**src/rtl/pwm_codec_pkg.sv**
```systemverilog
package pwm_codec_pkg;

    typedef enum logic {
        MODE_FOLLOW = 1'b0,
        MODE_CLOCK  = 1'b1
    } node_mode_e;

    typedef struct packed {
        logic start;   // bit begins this edge
        logic sample;  // decision point reached this edge
    } bit_evt_t;

    localparam int FRAME_LEN = 10;

    function automatic int mid_point(input int short_w, input int long_w);
        return (short_w + long_w) / 2;
    endfunction

    function automatic int cnt_width(input int long_w);
        return $clog2(long_w + 2);
    endfunction

endpackage

```
**src/rtl/pwm_bit_timer.sv**
```systemverilog
module pwm_bit_timer import pwm_codec_pkg::*; #(
    parameter  int T1_LOW = 4,
    parameter  int T0_LOW = 12,
    localparam int CW     = cnt_width(T0_LOW)
) (
    input  logic          clk,
    input  logic          rst,
    input  node_mode_e    mode,
    input  logic          baud_in,
    input  logic          bus_in,
    output logic [CW-1:0] cnt,
    output bit_evt_t      evt,
    output logic          clk_out
);
    localparam logic [CW-1:0] SMP_C  = CW'(mid_point(T1_LOW, T0_LOW));
    localparam logic [CW-1:0] CMAX_C = CW'(T0_LOW + 1);

    logic baud_q;
    logic bus_q;
    logic start;

    always_comb begin
        if (mode == MODE_CLOCK) start = baud_in & ~baud_q;
        else                    start = bus_q & ~bus_in;
    end

    always_ff @(posedge clk) begin
        if (rst) begin
            baud_q <= 1'b1;
            bus_q  <= 1'b0;
            cnt    <= '0;
        end else begin
            baud_q <= baud_in;
            bus_q  <= bus_in;
            if (start)                        cnt <= CW'(1);
            else if (cnt != '0 && cnt != CMAX_C) cnt <= cnt + CW'(1);
        end
    end

    always_comb begin
        evt.start  = start;
        evt.sample = (cnt == SMP_C);
        clk_out    = (mode == MODE_CLOCK) | ~((cnt != '0) && (cnt <= SMP_C));
    end

    // the recovered clock low phase lasts more than one cycle
    a_r4_clk_low_min: assert property (@(posedge clk) disable iff (rst)
        (mode == MODE_FOLLOW && $fell(clk_out)) |=> !clk_out);

endmodule

```
**src/rtl/pwm_tx_shaper.sv**
```systemverilog
module pwm_tx_shaper import pwm_codec_pkg::*; #(
    parameter  int T1_LOW = 4,
    parameter  int T0_LOW = 12,
    localparam int CW     = cnt_width(T0_LOW)
) (
    input  logic          clk,
    input  logic          rst,
    input  node_mode_e    mode,
    input  bit_evt_t      evt,
    input  logic [CW-1:0] cnt,
    input  logic          txd_in,
    input  logic          lost,
    output logic          tx_bit,
    output logic          drive_low
);
    localparam logic [CW-1:0] T1_C = CW'(T1_LOW);
    localparam logic [CW-1:0] T0_C = CW'(T0_LOW);

    logic clock_pulse;
    logic zero_pulse;

    always_ff @(posedge clk) begin
        if (rst)            tx_bit <= 1'b1;
        else if (evt.start) tx_bit <= txd_in | lost;
    end

    always_comb begin
        clock_pulse = (mode == MODE_CLOCK) && (cnt != '0) && (cnt <= T1_C);
        zero_pulse  = !tx_bit && !lost && (cnt != '0) && (cnt <= T0_C);
        drive_low   = clock_pulse | zero_pulse;
    end

    // a clock-master bit start pulls the bus low on the next cycle
    a_r2_master_pulse: assert property (@(posedge clk) disable iff (rst)
        (mode == MODE_CLOCK && evt.start) |=> drive_low);

    // after a loss a follower stays off the bus
    a_r7_lost_quiet: assert property (@(posedge clk) disable iff (rst)
        (lost && $past(lost) && mode == MODE_FOLLOW) |-> !drive_low);

endmodule

```
**src/rtl/pwm_rx_sampler.sv**
```systemverilog
module pwm_rx_sampler import pwm_codec_pkg::*; (
    input  logic     clk,
    input  logic     rst,
    input  bit_evt_t evt,
    input  logic     bus_in,
    output logic     rxd_out
);
    always_ff @(posedge clk) begin
        if (rst)             rxd_out <= 1'b1;
        else if (evt.sample) rxd_out <= bus_in;
    end

    // the receive stream moves only at the decision point
    a_r5_rxd_at_sample: assert property (@(posedge clk) disable iff (rst)
        !$stable(rxd_out) |-> $past(evt.sample));

endmodule

```
**src/rtl/pwm_arbiter.sv**
```systemverilog
module pwm_arbiter import pwm_codec_pkg::*; #(
    parameter  int IFS_BITS = 10,
    localparam int OW       = $clog2(IFS_BITS + 1),
    localparam int FW       = $clog2(FRAME_LEN)
) (
    input  logic     clk,
    input  logic     rst,
    input  bit_evt_t evt,
    input  logic     bus_in,
    input  logic     tx_bit,
    output logic     lost
);
    localparam logic [OW-1:0] IFS_C   = OW'(IFS_BITS);
    localparam logic [OW-1:0] IFS_M1  = OW'(IFS_BITS - 1);
    localparam logic [FW-1:0] LAST_C  = FW'(FRAME_LEN - 1);

    logic [FW-1:0] frm_pos;
    logic [OW-1:0] ones;
    logic          in_frame;
    logic          mismatch;

    always_comb begin
        in_frame = (frm_pos != '0) || !tx_bit;
        mismatch = in_frame && (bus_in != tx_bit);
    end

    always_ff @(posedge clk) begin
        if (rst) begin
            lost    <= 1'b0;
            frm_pos <= '0;
            ones    <= '0;
        end else if (evt.sample) begin
            if (!bus_in)           ones <= '0;
            else if (ones != IFS_C) ones <= ones + OW'(1);
            if (!lost) begin
                if (mismatch) begin
                    lost    <= 1'b1;
                    frm_pos <= '0;
                end else if (in_frame) begin
                    frm_pos <= (frm_pos == LAST_C) ? '0 : frm_pos + FW'(1);
                end
            end else if (bus_in && ones == IFS_M1) begin
                lost <= 1'b0;
            end
        end
    end

    // a loss is declared only at a decision point
    a_r6_lost_at_sample: assert property (@(posedge clk) disable iff (rst)
        $rose(lost) |-> $past(evt.sample));

    // release happens on a sampled recessive bit
    a_r8_release_on_one: assert property (@(posedge clk) disable iff (rst)
        $fell(lost) |-> ($past(evt.sample) && $past(bus_in)));

endmodule

```
**src/rtl/pwm_bit_codec.sv**
```systemverilog
module pwm_bit_codec import pwm_codec_pkg::*; #(
    parameter int T1_LOW   = 4,
    parameter int T0_LOW   = 12,
    parameter int IFS_BITS = 10
) (
    input  logic clk,
    input  logic rst,
    input  logic is_master,
    input  logic baud_in,
    input  logic txd_in,
    input  logic bus_in,
    output logic rxd_out,
    output logic clk_out,
    output logic bus_drive_low,
    output logic arb_lost
);
    localparam int CW = cnt_width(T0_LOW);

    node_mode_e    mode;
    bit_evt_t      evt;
    logic [CW-1:0] cnt;
    logic          tx_bit;

    assign mode = node_mode_e'(is_master);

    pwm_bit_timer #(.T1_LOW(T1_LOW), .T0_LOW(T0_LOW)) u_timer (
        .clk     (clk),
        .rst     (rst),
        .mode    (mode),
        .baud_in (baud_in),
        .bus_in  (bus_in),
        .cnt     (cnt),
        .evt     (evt),
        .clk_out (clk_out)
    );

    pwm_tx_shaper #(.T1_LOW(T1_LOW), .T0_LOW(T0_LOW)) u_tx (
        .clk       (clk),
        .rst       (rst),
        .mode      (mode),
        .evt       (evt),
        .cnt       (cnt),
        .txd_in    (txd_in),
        .lost      (arb_lost),
        .tx_bit    (tx_bit),
        .drive_low (bus_drive_low)
    );

    pwm_rx_sampler u_rx (
        .clk     (clk),
        .rst     (rst),
        .evt     (evt),
        .bus_in  (bus_in),
        .rxd_out (rxd_out)
    );

    pwm_arbiter #(.IFS_BITS(IFS_BITS)) u_arb (
        .clk    (clk),
        .rst    (rst),
        .evt    (evt),
        .bus_in (bus_in),
        .tx_bit (tx_bit),
        .lost   (arb_lost)
    );

endmodule

```
**config.mk**
```make
export PLATFORM = sky130hd
export DESIGN_NAME = pwm_bit_codec
export DESIGN_NICKNAME = d
export VERILOG_FILES = /design/src/rtl/pwm_codec_pkg.sv /design/src/rtl/pwm_bit_timer.sv /design/src/rtl/pwm_tx_shaper.sv /design/src/rtl/pwm_rx_sampler.sv /design/src/rtl/pwm_arbiter.sv /design/src/rtl/pwm_bit_codec.sv
export SDC_FILE = /design/constraint.sdc
export NUM_CORES = 1
export LEC_CHECK = 0
export BUFFER_PORTS_ARGS = -buffer_cell sky130_fd_sc_hd__clkbuf_2
export CAP_MARGIN = 20
export CORE_MARGIN = 4
export CORE_UTILIZATION = 54
export CTS_CLUSTER_SIZE = 8
export DETAILED_ROUTE_END_ITERATION = 8
export PLACE_DENSITY_LB_ADDON = 0.2
export SYNTH_ARGS = -nofsm -noshare
export SYNTH_HDL_FRONTEND = slang
export SYNTH_SLANG_ARGS = --single-unit
```
**constraint.sdc**
```tcl
create_clock -name clk -period 1.65 [get_ports clk]
set_input_delay 0.0825 -clock clk [delete_from_list [all_inputs] [get_ports clk]]
set_output_delay 0.0825 -clock clk [all_outputs]
set_load 0.02 [all_outputs]
```
==> summary.txt, run 1 <==
FILL cells: 149
Max-Slew Margin vs Limit: 0.780
cts bufs inserted: 3
count of input and output buffers: 9
Crit Path Class: register to primary output
Post-DP HPWL: 1500 um
diode count: 0
routed vias/inst: 5.73
part of the cycle the worst path needs: 0.972
Reg2Reg Depth: 6
via count: 916
top-area cell type share of the netlist area: 0.330
post-synth top area cell: dfxtp_1
CP required: 1.57 ns
cell row count: 15
status: complete, no violations
Hold Crit Depth: 3
Max VDD drop: 429 uV
Storage cell area: 348 um^2
clock slew at the register clock pins of the worst setup and hold paths: 0.09 ns
Routed Antenna Nets: 0
GP Congestion: 0.774
die width: 51.7 um
Tot Pwr: 1.05 mW
Mapped Cells: 118
WP depth: 5
non-filler cells, final: 160
placed insts: 152
Synth area leaders: dfxtp_1 (33%), ha_1 (11%), a21oi_1 (4.8%)
clock skew: 0.00138 ns
PD cells: 873 nW/um^2
global route overflow: 0
Routed Wire Length: 2170 um
CTS tree: yes
Mapped Nets: 133
Core ar.: 1760 um^2
Crit. End Element: primary output
fraction of layout cells with a size suffix above 1: 0.237
num ports: 10
footprint of the multi-input gates: 662 um^2
largest net degree at the start of global routing: 17
Global Route Usage Sum: 0.195
DR DRC count: 0
fin nets: 151
Vert. Die Dim: 51.7 um
leakage power: 0.467 nW
setup violators final: 0
critical path's top delay family: simple AND/OR/NAND/NOR gates
Critical Path, Cell by Cell: inv_2 -> ha_4 -> nor3b_4 -> or3_1 -> buf_6
number of clock sinks: 17
synthesized area per cell: 8.75 um^2
Min-Delay Path Class: input pin to register
H-tree depth: 1
global-route wire length before repair: 3960 um
slowest cell on the critical path: or3_1
CTS max path bufs: 2
per-cell routed wire length: 13.6 um
Slew Limit Fails: 0
initial antenna violation count: 0
max frequency: 0.623 GHz
Final Critical Period: 1.60 ns
crit path launch type: register
Initial Util: 0.585
Slew @ Worst Pin: 0.329 ns
worst-skew pair later-pin latency: 0.28 ns
crit-path max FO: 5
Die ar.: 2670 um^2
DRT iter0 DRCs: 19
distinct cell type count after synthesis: 38
CTS root buffer: clkbuf_4
final hold viol count: 0
Core Util, Final: 0.684
Seq/Total Area, Yosys: 0.330
Synth Register Bits: 17
crit-path max cell delay: 0.36 ns
WP buf/inv: 2
setup TNS: 0 ns
Mapped Area: 1030 um^2
worst slack, placed: 0.0813 ns
setup ws final: 0.0454 ns
worst path arrival time: 1.52 ns
vias in the first global route: 893
Synthesis Warnings: 0
total of max-cap violations: 0
length of the first detailed-routing pass in iterations: 4
Area growth, synth to finish: 17.0%
## layout make-up
type / instances / share of cell area
inverter: 11 / 0.0342
sequential: 17 / 0.288
timing repair buffer: 15 / 0.0819
multi-input combinational: 88 / 0.548
tap: 25 / 0.0259
clock buffer: 4 / 0.0218
## sequential cells by signal (all words and copies together), names as in the netlist
register,cells
u_arb.frm_pos,4
u_tx.tx_bit,1
u_arb.lost,1
u_timer.bus_q,1
u_timer.baud_q,1
u_rx.rxd_out,1
u_timer.cnt,4
u_arb.ones,4
## power by group
group,switching [mW],leakage (nW),internal (mW)
logic,0.177,0.311,0.201
registers,0.0204,0.140,0.437
clock network,0.124,0.0150,0.0938
## worst register-to-register path, stage by stage (launching register included)
cell	delay (ns)
dfxtp_4	0.39
inv_1	0.06
ha_1	0.20
and4bb_1	0.23
nor3_4	0.28
nand4_1	0.12
a31oi_1	0.17
## stage by stage
step                      instance area [um^2]  hold slack, ns
after global placement                    1110           0.290
after detailed placement                  1110           0.295
after floorplan                           1030           0.189
after CTS                                 1180          0.0518
final                                     1210          0.0625
after global routing                      1210          0.0612
## synth_stat cells
cell type,count
nand2_1,3
o21bai_4,1
and4bb_1,1
nand4_1,5
nand3_1,4
nor2b_1,4
a211oi_1,2
mux2i_1,1
nor3_4,1
nor4b_2,1
inv_1,11
or2_2,1
nand2b_1,4
or3_1,1
a311oi_1,1
nor3_1,5
nand4b_1,1
ha_1,9
nor3b_2,1
o31ai_1,2
nor3b_1,1
xnor2_1,1
a21oi_1,10
o21ai_1,5
o21ai_0,4
clkbuf_1,1
buf_4,1
a211o_1,1
a31oi_1,2
dfxtp_1,17
and2b_1,1
nor2_1,6
nand3b_4,1
a21oi_2,1
nand3b_1,4
o21bai_1,1
or2_1,1
and3b_1,1
## layout by cell type, fill, tap and decap left out, types with 2 or more instances in the layout
| cell type | n |
|---|---|
| a31oi_1 | 2 |
| a211oi_1 | 2 |
| o31ai_1 | 2 |
| nand3b_1 | 4 |
| ha_1 | 8 |
| o21ai_0 | 4 |
| nor3_1 | 5 |
| clkbuf_4 | 3 |
| nand2b_1 | 4 |
| a21oi_1 | 10 |
| nand4_1 | 5 |
| buf_4 | 5 |
| nand2_1 | 3 |
| o21ai_1 | 4 |
| nor2b_1 | 4 |
| nor2_1 | 6 |
| clkbuf_2 | 8 |
| inv_1 | 9 |
| inv_2 | 2 |
| dfxtp_1 | 13 |
| dfxtp_2 | 3 |
| nand3_1 | 4 |
## final timing paths
check	endpoint	from	slack, ns
min reg2reg	u_rx.rxd_out	u_rx.rxd_out	0.48
max reg2reg	u_arb.frm_pos[2]	u_arb.frm_pos[0]	0.13
min	u_tx.tx_bit	txd_in	0.06
max	clk_out	u_timer.cnt[1]	0.05
## logic make-up after synthesis
kind of cell | count (synthesis) | synth area share
flops | 17 | 0.330
fa+ha+maj | 9 | 0.109
buf+inv | 13 | 0.0509
xor+xnor | 1 | 0.00849
compound gates | 30 | 0.184
simple gates | 47 | 0.308
mux | 1 | 0.00970
## metal layers
metal | wire (um) | track usage | part of all wire | vias to the layer above
li1 | - | - | - | 460
met1 | 954 | 0.253 | 0.44 | 424
met2 | 1090 | 0.318 | 0.50 | 28
met3 | 107 | 0.0344 | 0.049 | 4
met4 | 23 | 0.0830 | 0.011 | 0
met5 | 0 | 0 | 0 | -
## repair_timing
| item | CTS | global route |
|---|---|---|
| endpoints found under the hold margin | 1 | 0 |
| buffers inserted | 2 | 1 |
| hold buffers | 1 | 0 |
| endpoints found under the setup margin | 2 | 5 |
| pin swaps | 0 | 2 |
| resized for setup | 5 | 9 |
Power figures use the tool's default switching activity.
==> run 2, diff against run 1 <==
CORE_ASPECT_RATIO = 1.2   (was not set)
CTS_CLUSTER_SIZE = not set   (was 8)
==> summary.txt, run 2 (synthesis gave the netlist of run 1 again) <==
Reg2Reg Depth: 6 (unchanged)
final hold viol count: 0 (unchanged)
hold endpoint: u_tx.tx_bit
per-cell routed wire length: 14.0 um (+3.2%)
Largest regs: u_arb.frm_pos: 4 flops, u_arb.ones: 4 flops, u_timer.cnt: 4 flops
Crit Path Class: register to primary output
design area: 1210 um^2 (unchanged)
Global Route Usage Sum: 0.176 (-0.0197)
fin nets: 153 (+1.3%)
CTS max path bufs: 2 (unchanged)
Clk pwr share: 0.209 (+0.002)
CP required: 1.57 ns (about the same)
Initial Util: 0.564 (-0.0208)
register-to-register setup slack: 0.09 ns (-0.04 ns)
num ports: 10 (unchanged)
setup violators final: 0 (unchanged)
Routed Wire Length: 2180 um (+0.60%)
DR DRC count: 0 (unchanged)
leakage power: 0.475 nW (+1.8%)
cell row count: 17 (+2)
Max VDD drop: 545 uV (+27%)
placed cell area: 1100 um^2 (-0.68%)
H-tree depth: 1 (unchanged)
global route overflow: 0 (unchanged)
Area growth, synth to finish: 17.0% (unchanged)
via count: 919 (+0.33%)
switching share of power: 0.311 (+0.00530)
Vert. Die Dim: 55.9 um (+8.1%)
clock skew: 0.00652 ns (+0.00513 ns)
FILL cells: 168 (+13%)
register share of total power: 0.426 (-0.008)
Min-Delay Path Class: input pin to register
initial antenna violation count: 0 (unchanged)
Slew @ Worst Pin: 0.434 ns (+0.105 ns)
Final Critical Period: 1.57 ns (-0.0330 ns)
crit-path max FO: 4 (-1)
Post-DP HPWL: 1580 um (+5.0%)
vias in the first global route: 831 (-6.9%)
part of the cycle the worst path needs: 0.952 (-0.0200)
CTS tree: yes
total of max-cap violations: 0 (unchanged)
routed vias/inst: 5.89 (+2.9%)
sw power: 0.334 mW (+3.7%)
Die ar.: 2680 um^2 (+0.11%)
reg2reg start: u_arb.frm_pos[0]
Worst Min Path Start: txd_in
number of clock sinks: 17 (unchanged)
worst path arrival time: 1.49 ns (-0.03 ns)
commonest non-fill, non-tap cells in the layout: dfxtp_1 (13), a21oi_1 (10), inv_1 (9), ha_1 (8), clkbuf_2 (8)
status: complete, no violations
Cell Int Power: 0.740 mW (+1.1%)
cts bufs inserted: 3 (unchanged)
Max-Slew Margin vs Limit: 0.709 (-0.0714)
Core ar.: 1830 um^2 (+3.7%)
die width: 47.9 um (-7.4%)
fraction of layout cells with a size suffix above 1: 0.241 (+0.00384)
global-route wire length before repair: 3450 um (-13%)
DRT iter0 DRCs: 19 (unchanged)
clock slew at the register clock pins of the worst setup and hold paths: 0.09 ns (about the same)
Storage cell area: 348 um^2 (unchanged)
crit path launch type: register
largest net degree at the start of global routing: 17 (unchanged)
PD cells: 889 nW/um^2 (+1.9%)
most common cell after layout, fill and taps aside: dfxtp_1
worst-skew pair later-pin latency: 0.29 ns (about the same)
R2R Path End: u_arb.frm_pos[1]
Routed Antenna Nets: 0 (unchanged)
GP Congestion: 0.850 (+9.8%)
diode count: 0 (unchanged)
count of input and output buffers: 9 (unchanged)
CTS root buffer: clkbuf_4
Slew Limit Fails: 0 (unchanged)
max frequency: 0.636 GHz (+2.1%)
Crit. End Element: primary output
length of the first detailed-routing pass in iterations: 4 (unchanged)
RSZ-0062 raised after global routing: yes
footprint of the multi-input gates: 652 um^2 (-1.5%)
Hold Crit Depth: 3 (unchanged)
Gate power share: 0.365 (+0.006)
Tot Pwr: 1.07 mW (+1.9%)
-- run 2: cell count changes in the layout (fill, tap and decap cells not counted), sizes merged --
| cell | before | now |
|---|---|---|
| buf | 6 | 7 |
| clkbuf | 12 | 13 |
-- run 2: per-stage QoR --
| step | util | setup TNS, ns | std cells | worst slack (ns) | hold WS [ns] |
|---|---|---|---|---|---|
| floorplan | - | 0 | 118 | 0.194 | 0.189 |
| global placement | 0.604 | 0 | 146 | 0.177 | 0.289 |
| global route | 0.660 | -0.00345 | 156 | -0.00345 | 0.0306 |
| detailed placement | 0.604 | 0 | 146 | 0.0754 | 0.293 |
| finish | 0.660 | 0 | 156 | 0.0784 | 0.0470 |
| CTS | 0.649 | 0 | 154 | 0.0119 | 0.0456 |
-- run 2: repair_timing --
item                                   in CTS  in global routing
buffers inserted                            3                  2
endpoints found under the hold margin       1                  0
pin swaps                                   1                  2
hold buffers                                1                  0
resized for setup                           6                  5
setup endpoints to repair                   2                  5
-- run 2: how the worst max path moves through the flow --
| stage | startpoint | to | depth (start not counted) |
|---|---|---|---|
| floorplan | u_timer.cnt[0] | bus_drive_low | 4 |
| global placement | u_timer.cnt[0] | u_arb.frm_pos[1] | 6 |
| detailed placement | u_timer.cnt[0] | u_arb.frm_pos[1] | 6 |
| CTS | u_timer.cnt[1] | clk_out | 5 |
| global route | u_arb.frm_pos[0] | u_arb.lost | 6 |
| finish | u_timer.cnt[1] | clk_out | 5 |
-- run 2: routing by layer --
metal,global-route usage,vias up,routed length [um]
li1,-,464,-
met1,0.193,429,946
met2,0.293,21,1120
met3,0.0453,5,76
met4,0.0846,0,38
met5,0,-,0
-- run 2: final cells by class --
cell class | count | share of cell area
Sequential cell | 17 | 0.288
Inverter | 11 | 0.0342
Multi-Input combinational cell | 88 | 0.540
Timing Repair Buffer | 17 | 0.0964
Clock buffer | 4 | 0.0218
Tap cell | 19 | 0.0197
-- run 2: power groups by stage --
stage	registers [mW]	logic (mW)	clock network (mW)
2_1_floorplan	0.464	0.225	0
3_3_place_gp	0.468	0.270	0
3_5_place_dp	0.471	0.280	0
4_1_cts	0.455	0.365	0.226
5_1_grt	0.458	0.435	0.253
6_report	0.457	0.392	0.225
-- run 2: worst max-delay path, stage by stage, from the launching register on --
cell and delay [ns]:
dfxtp_2 0.35, inv_2 0.05, ha_4 0.16, nor3b_2 0.16, or3_1 0.33, clkbuf_8 0.16
==> run 3, diff against run 2 <==
REMOVE_ABC_BUFFERS = 1   (was not set)
==> summary.txt, run 3 (synthesis gave the netlist of run 1 again) <==
Slew Limit Fails: 0 (unchanged)
largest net degree at the start of global routing: 17 (unchanged)
count of input and output buffers: 9 (unchanged)
DRT iter0 DRCs: 12 (-7)
total of max-cap violations: 0 (unchanged)
CTS max path bufs: 2 (unchanged)
fraction of layout cells with a size suffix above 1: 0.216 (-0.0245)
Hold Crit Depth: 2 (-1)
leakage power: 0.458 nW (-3.6%)
non-filler cells, final: 153 (-1.9%)
final hold viol count: 0 (unchanged)
WP buf/inv: 2 (unchanged)
status: complete, no violations
Routed Wire Length: 2120 um (-2.8%)
setup TNS: 0 ns (unchanged)
crit-path max FO: 5 (+1)
commonest non-fill, non-tap cells in the layout: dfxtp_1 (15), a21oi_1 (10), inv_1 (9), ha_1 (8), clkbuf_2 (8)
cell row count: 17 (unchanged)
Routed Antenna Nets: 0 (unchanged)
worst-skew pair later-pin latency: 0.28 ns (about the same)
CTS root buffer: clkbuf_4
Worst Min Path Start: baud_in
CTS tree: yes
R2R Path End: u_arb.frm_pos[1]
die width: 47.9 um (unchanged)
Post-DP HPWL: 1590 um (+0.82%)
initial antenna violation count: 0 (unchanged)
Die ar.: 2680 um^2 (unchanged)
global route overflow: 0 (unchanged)
Crit Path Class: register to primary output
length of the first detailed-routing pass in iterations: 4 (unchanged)
Slew @ Worst Pin: 0.388 ns (-0.0459 ns)
number of clock sinks: 17 (unchanged)
H-tree depth: 1 (unchanged)
worst path arrival time: 1.49 ns (about the same)
Max-Slew Margin vs Limit: 0.739 (+0.0308)
RSZ-0062 raised after global routing: no
Largest regs: u_arb.frm_pos: 4 flops, u_arb.ones: 4 flops, u_timer.cnt: 4 flops
Final Critical Period: 1.57 ns (+0.00233 ns)
Max VDD drop: 704 uV (+29%)
max frequency: 0.635 GHz (-0.15%)
Min-Delay Path Class: input pin to register
hold endpoint: u_timer.baud_q
Critical Path, Cell by Cell: inv_2 -> ha_4 -> nor3b_2 -> or3_1 -> buf_6
crit path launch type: register
worst slack, placed: 0.0754 ns (+0.0000336 ns)
DR DRC count: 0 (unchanged)
Area growth, synth to finish: 13.8%
slowest cell on the critical path: dfxtp_2
vias in the first global route: 873 (+5.1%)
Crit. End Element: primary output
GP Congestion: 0.740 (-13%)
per-cell routed wire length: 13.9 um (-0.94%)
critical path's top delay family: simple AND/OR/NAND/NOR gates
num ports: 10 (unchanged)
PD cells: 887 nW/um^2 (-0.31%)
clock skew: 0.00674 ns (+0.000224 ns)
WHS: 0.00127 ns (-0.0457 ns)
placed insts: 146 (unchanged)
reg2reg start: u_arb.frm_pos[0]
via count: 909 (-1.1%)
Core ar.: 1830 um^2 (unchanged)
crit-path max cell delay: 0.35 ns (about the same)
CP required: 1.57 ns (about the same)
clock slew at the register clock pins of the worst setup and hold paths: 0.09 ns (about the same)
fin nets: 150 (-2.0%)
diode count: 0 (unchanged)
setup violators final: 0 (unchanged)
part of the cycle the worst path needs: 0.954 (+0.00141)
setup ws final: 0.0761 ns (-0.00233 ns)
Global Route Usage Sum: 0.177 (+0.00176)
cts bufs inserted: 3 (unchanged)
Reg2Reg Depth: 6 (unchanged)
register-to-register setup slack: 0.11 ns (+0.02 ns)
routed vias/inst: 5.94 (+0.85%)
global-route wire length before repair: 3560 um (+3.2%)
most common cell after layout, fill and taps aside: dfxtp_1
Vert. Die Dim: 55.9 um (unchanged)
Initial Util: 0.564 (unchanged)
[run 3: cell count changes in the layout (fill, tap and decap cells not counted), sizes merged]
cell and change:
buf -1, clkbuf -1, dlygate4sd3 -1
[run 3: timing repair]
action                                  4_1_cts  5_1_grt
setup buffers                                 2        1
pin swaps                                     0        2
hold buffers                                  0        0
resized for setup                             5        4
endpoints found under the setup margin        2        1
[run 3: how the worst max path moves through the flow]
stage                               from  cells past startpoint  slack (ns)            end
final                     u_timer.cnt[1]                      5        0.08        clk_out
after global routing      u_timer.cnt[1]                      5       0.003        clk_out
after CTS                 u_timer.cnt[0]                      5       0.004        clk_out
after detailed placement  u_timer.cnt[0]                      7        0.08  u_arb.ones[1]
after global placement    u_timer.cnt[0]                      7        0.16  u_arb.ones[1]
after floorplan           u_timer.cnt[0]                      4        0.19  bus_drive_low
[run 3: worst register-to-register path, delay by kind of cell, from the launching register on]
| kind | cells | cell delay (ns) |
|---|---|---|
| DFF | 1 | 0.42 |
| adders and majority gates | 1 | 0.22 |
| buffers and inverters | 1 | 0.08 |
| AOI/OAI and AO/OA | 1 | 0.16 |
| and+or+nand+nor | 3 | 0.60 |
[run 3: layout make-up]
type / instances / area [um^2]
flip-flops and latches: 17 / 343
multi-input cells: 88 / 652
fillers: 157 / 654
inverters: 11 / 41.3
well taps: 19 / 23.8
clock buffers: 4 / 26.3
repair buffers: 14 / 88.8
[run 3: routing by layer]
layer / wire, um / GRT usage / share of wire / vias to the layer above
met4: 38 / 0.0692 / 0.018 / 0
met5: 0 / 0 / 0 / -
met3: 41 / 0.0194 / 0.019 / 5
met1: 887 / 0.197 / 0.42 / 435
li1: - / - / - / 457
met2: 1150 / 0.318 / 0.54 / 12
[run 3: power by group]
group	internal [mW]	leakage, nW	switching (mW)	total [mW]
registers	0.439	0.139	0.0210	0.460
logic	0.193	0.304	0.175	0.368
clock network	0.0939	0.0150	0.120	0.214
[run 3: through the flow]
step	power, mW	utilization	cell area (um^2)
after global placement	0.739	0.604	1100
after CTS	1.01	0.636	1160
final	1.04	0.642	1170
after detailed placement	0.750	0.604	1100
after global routing	1.11	0.642	1170
after floorplan	0.687	-	1020
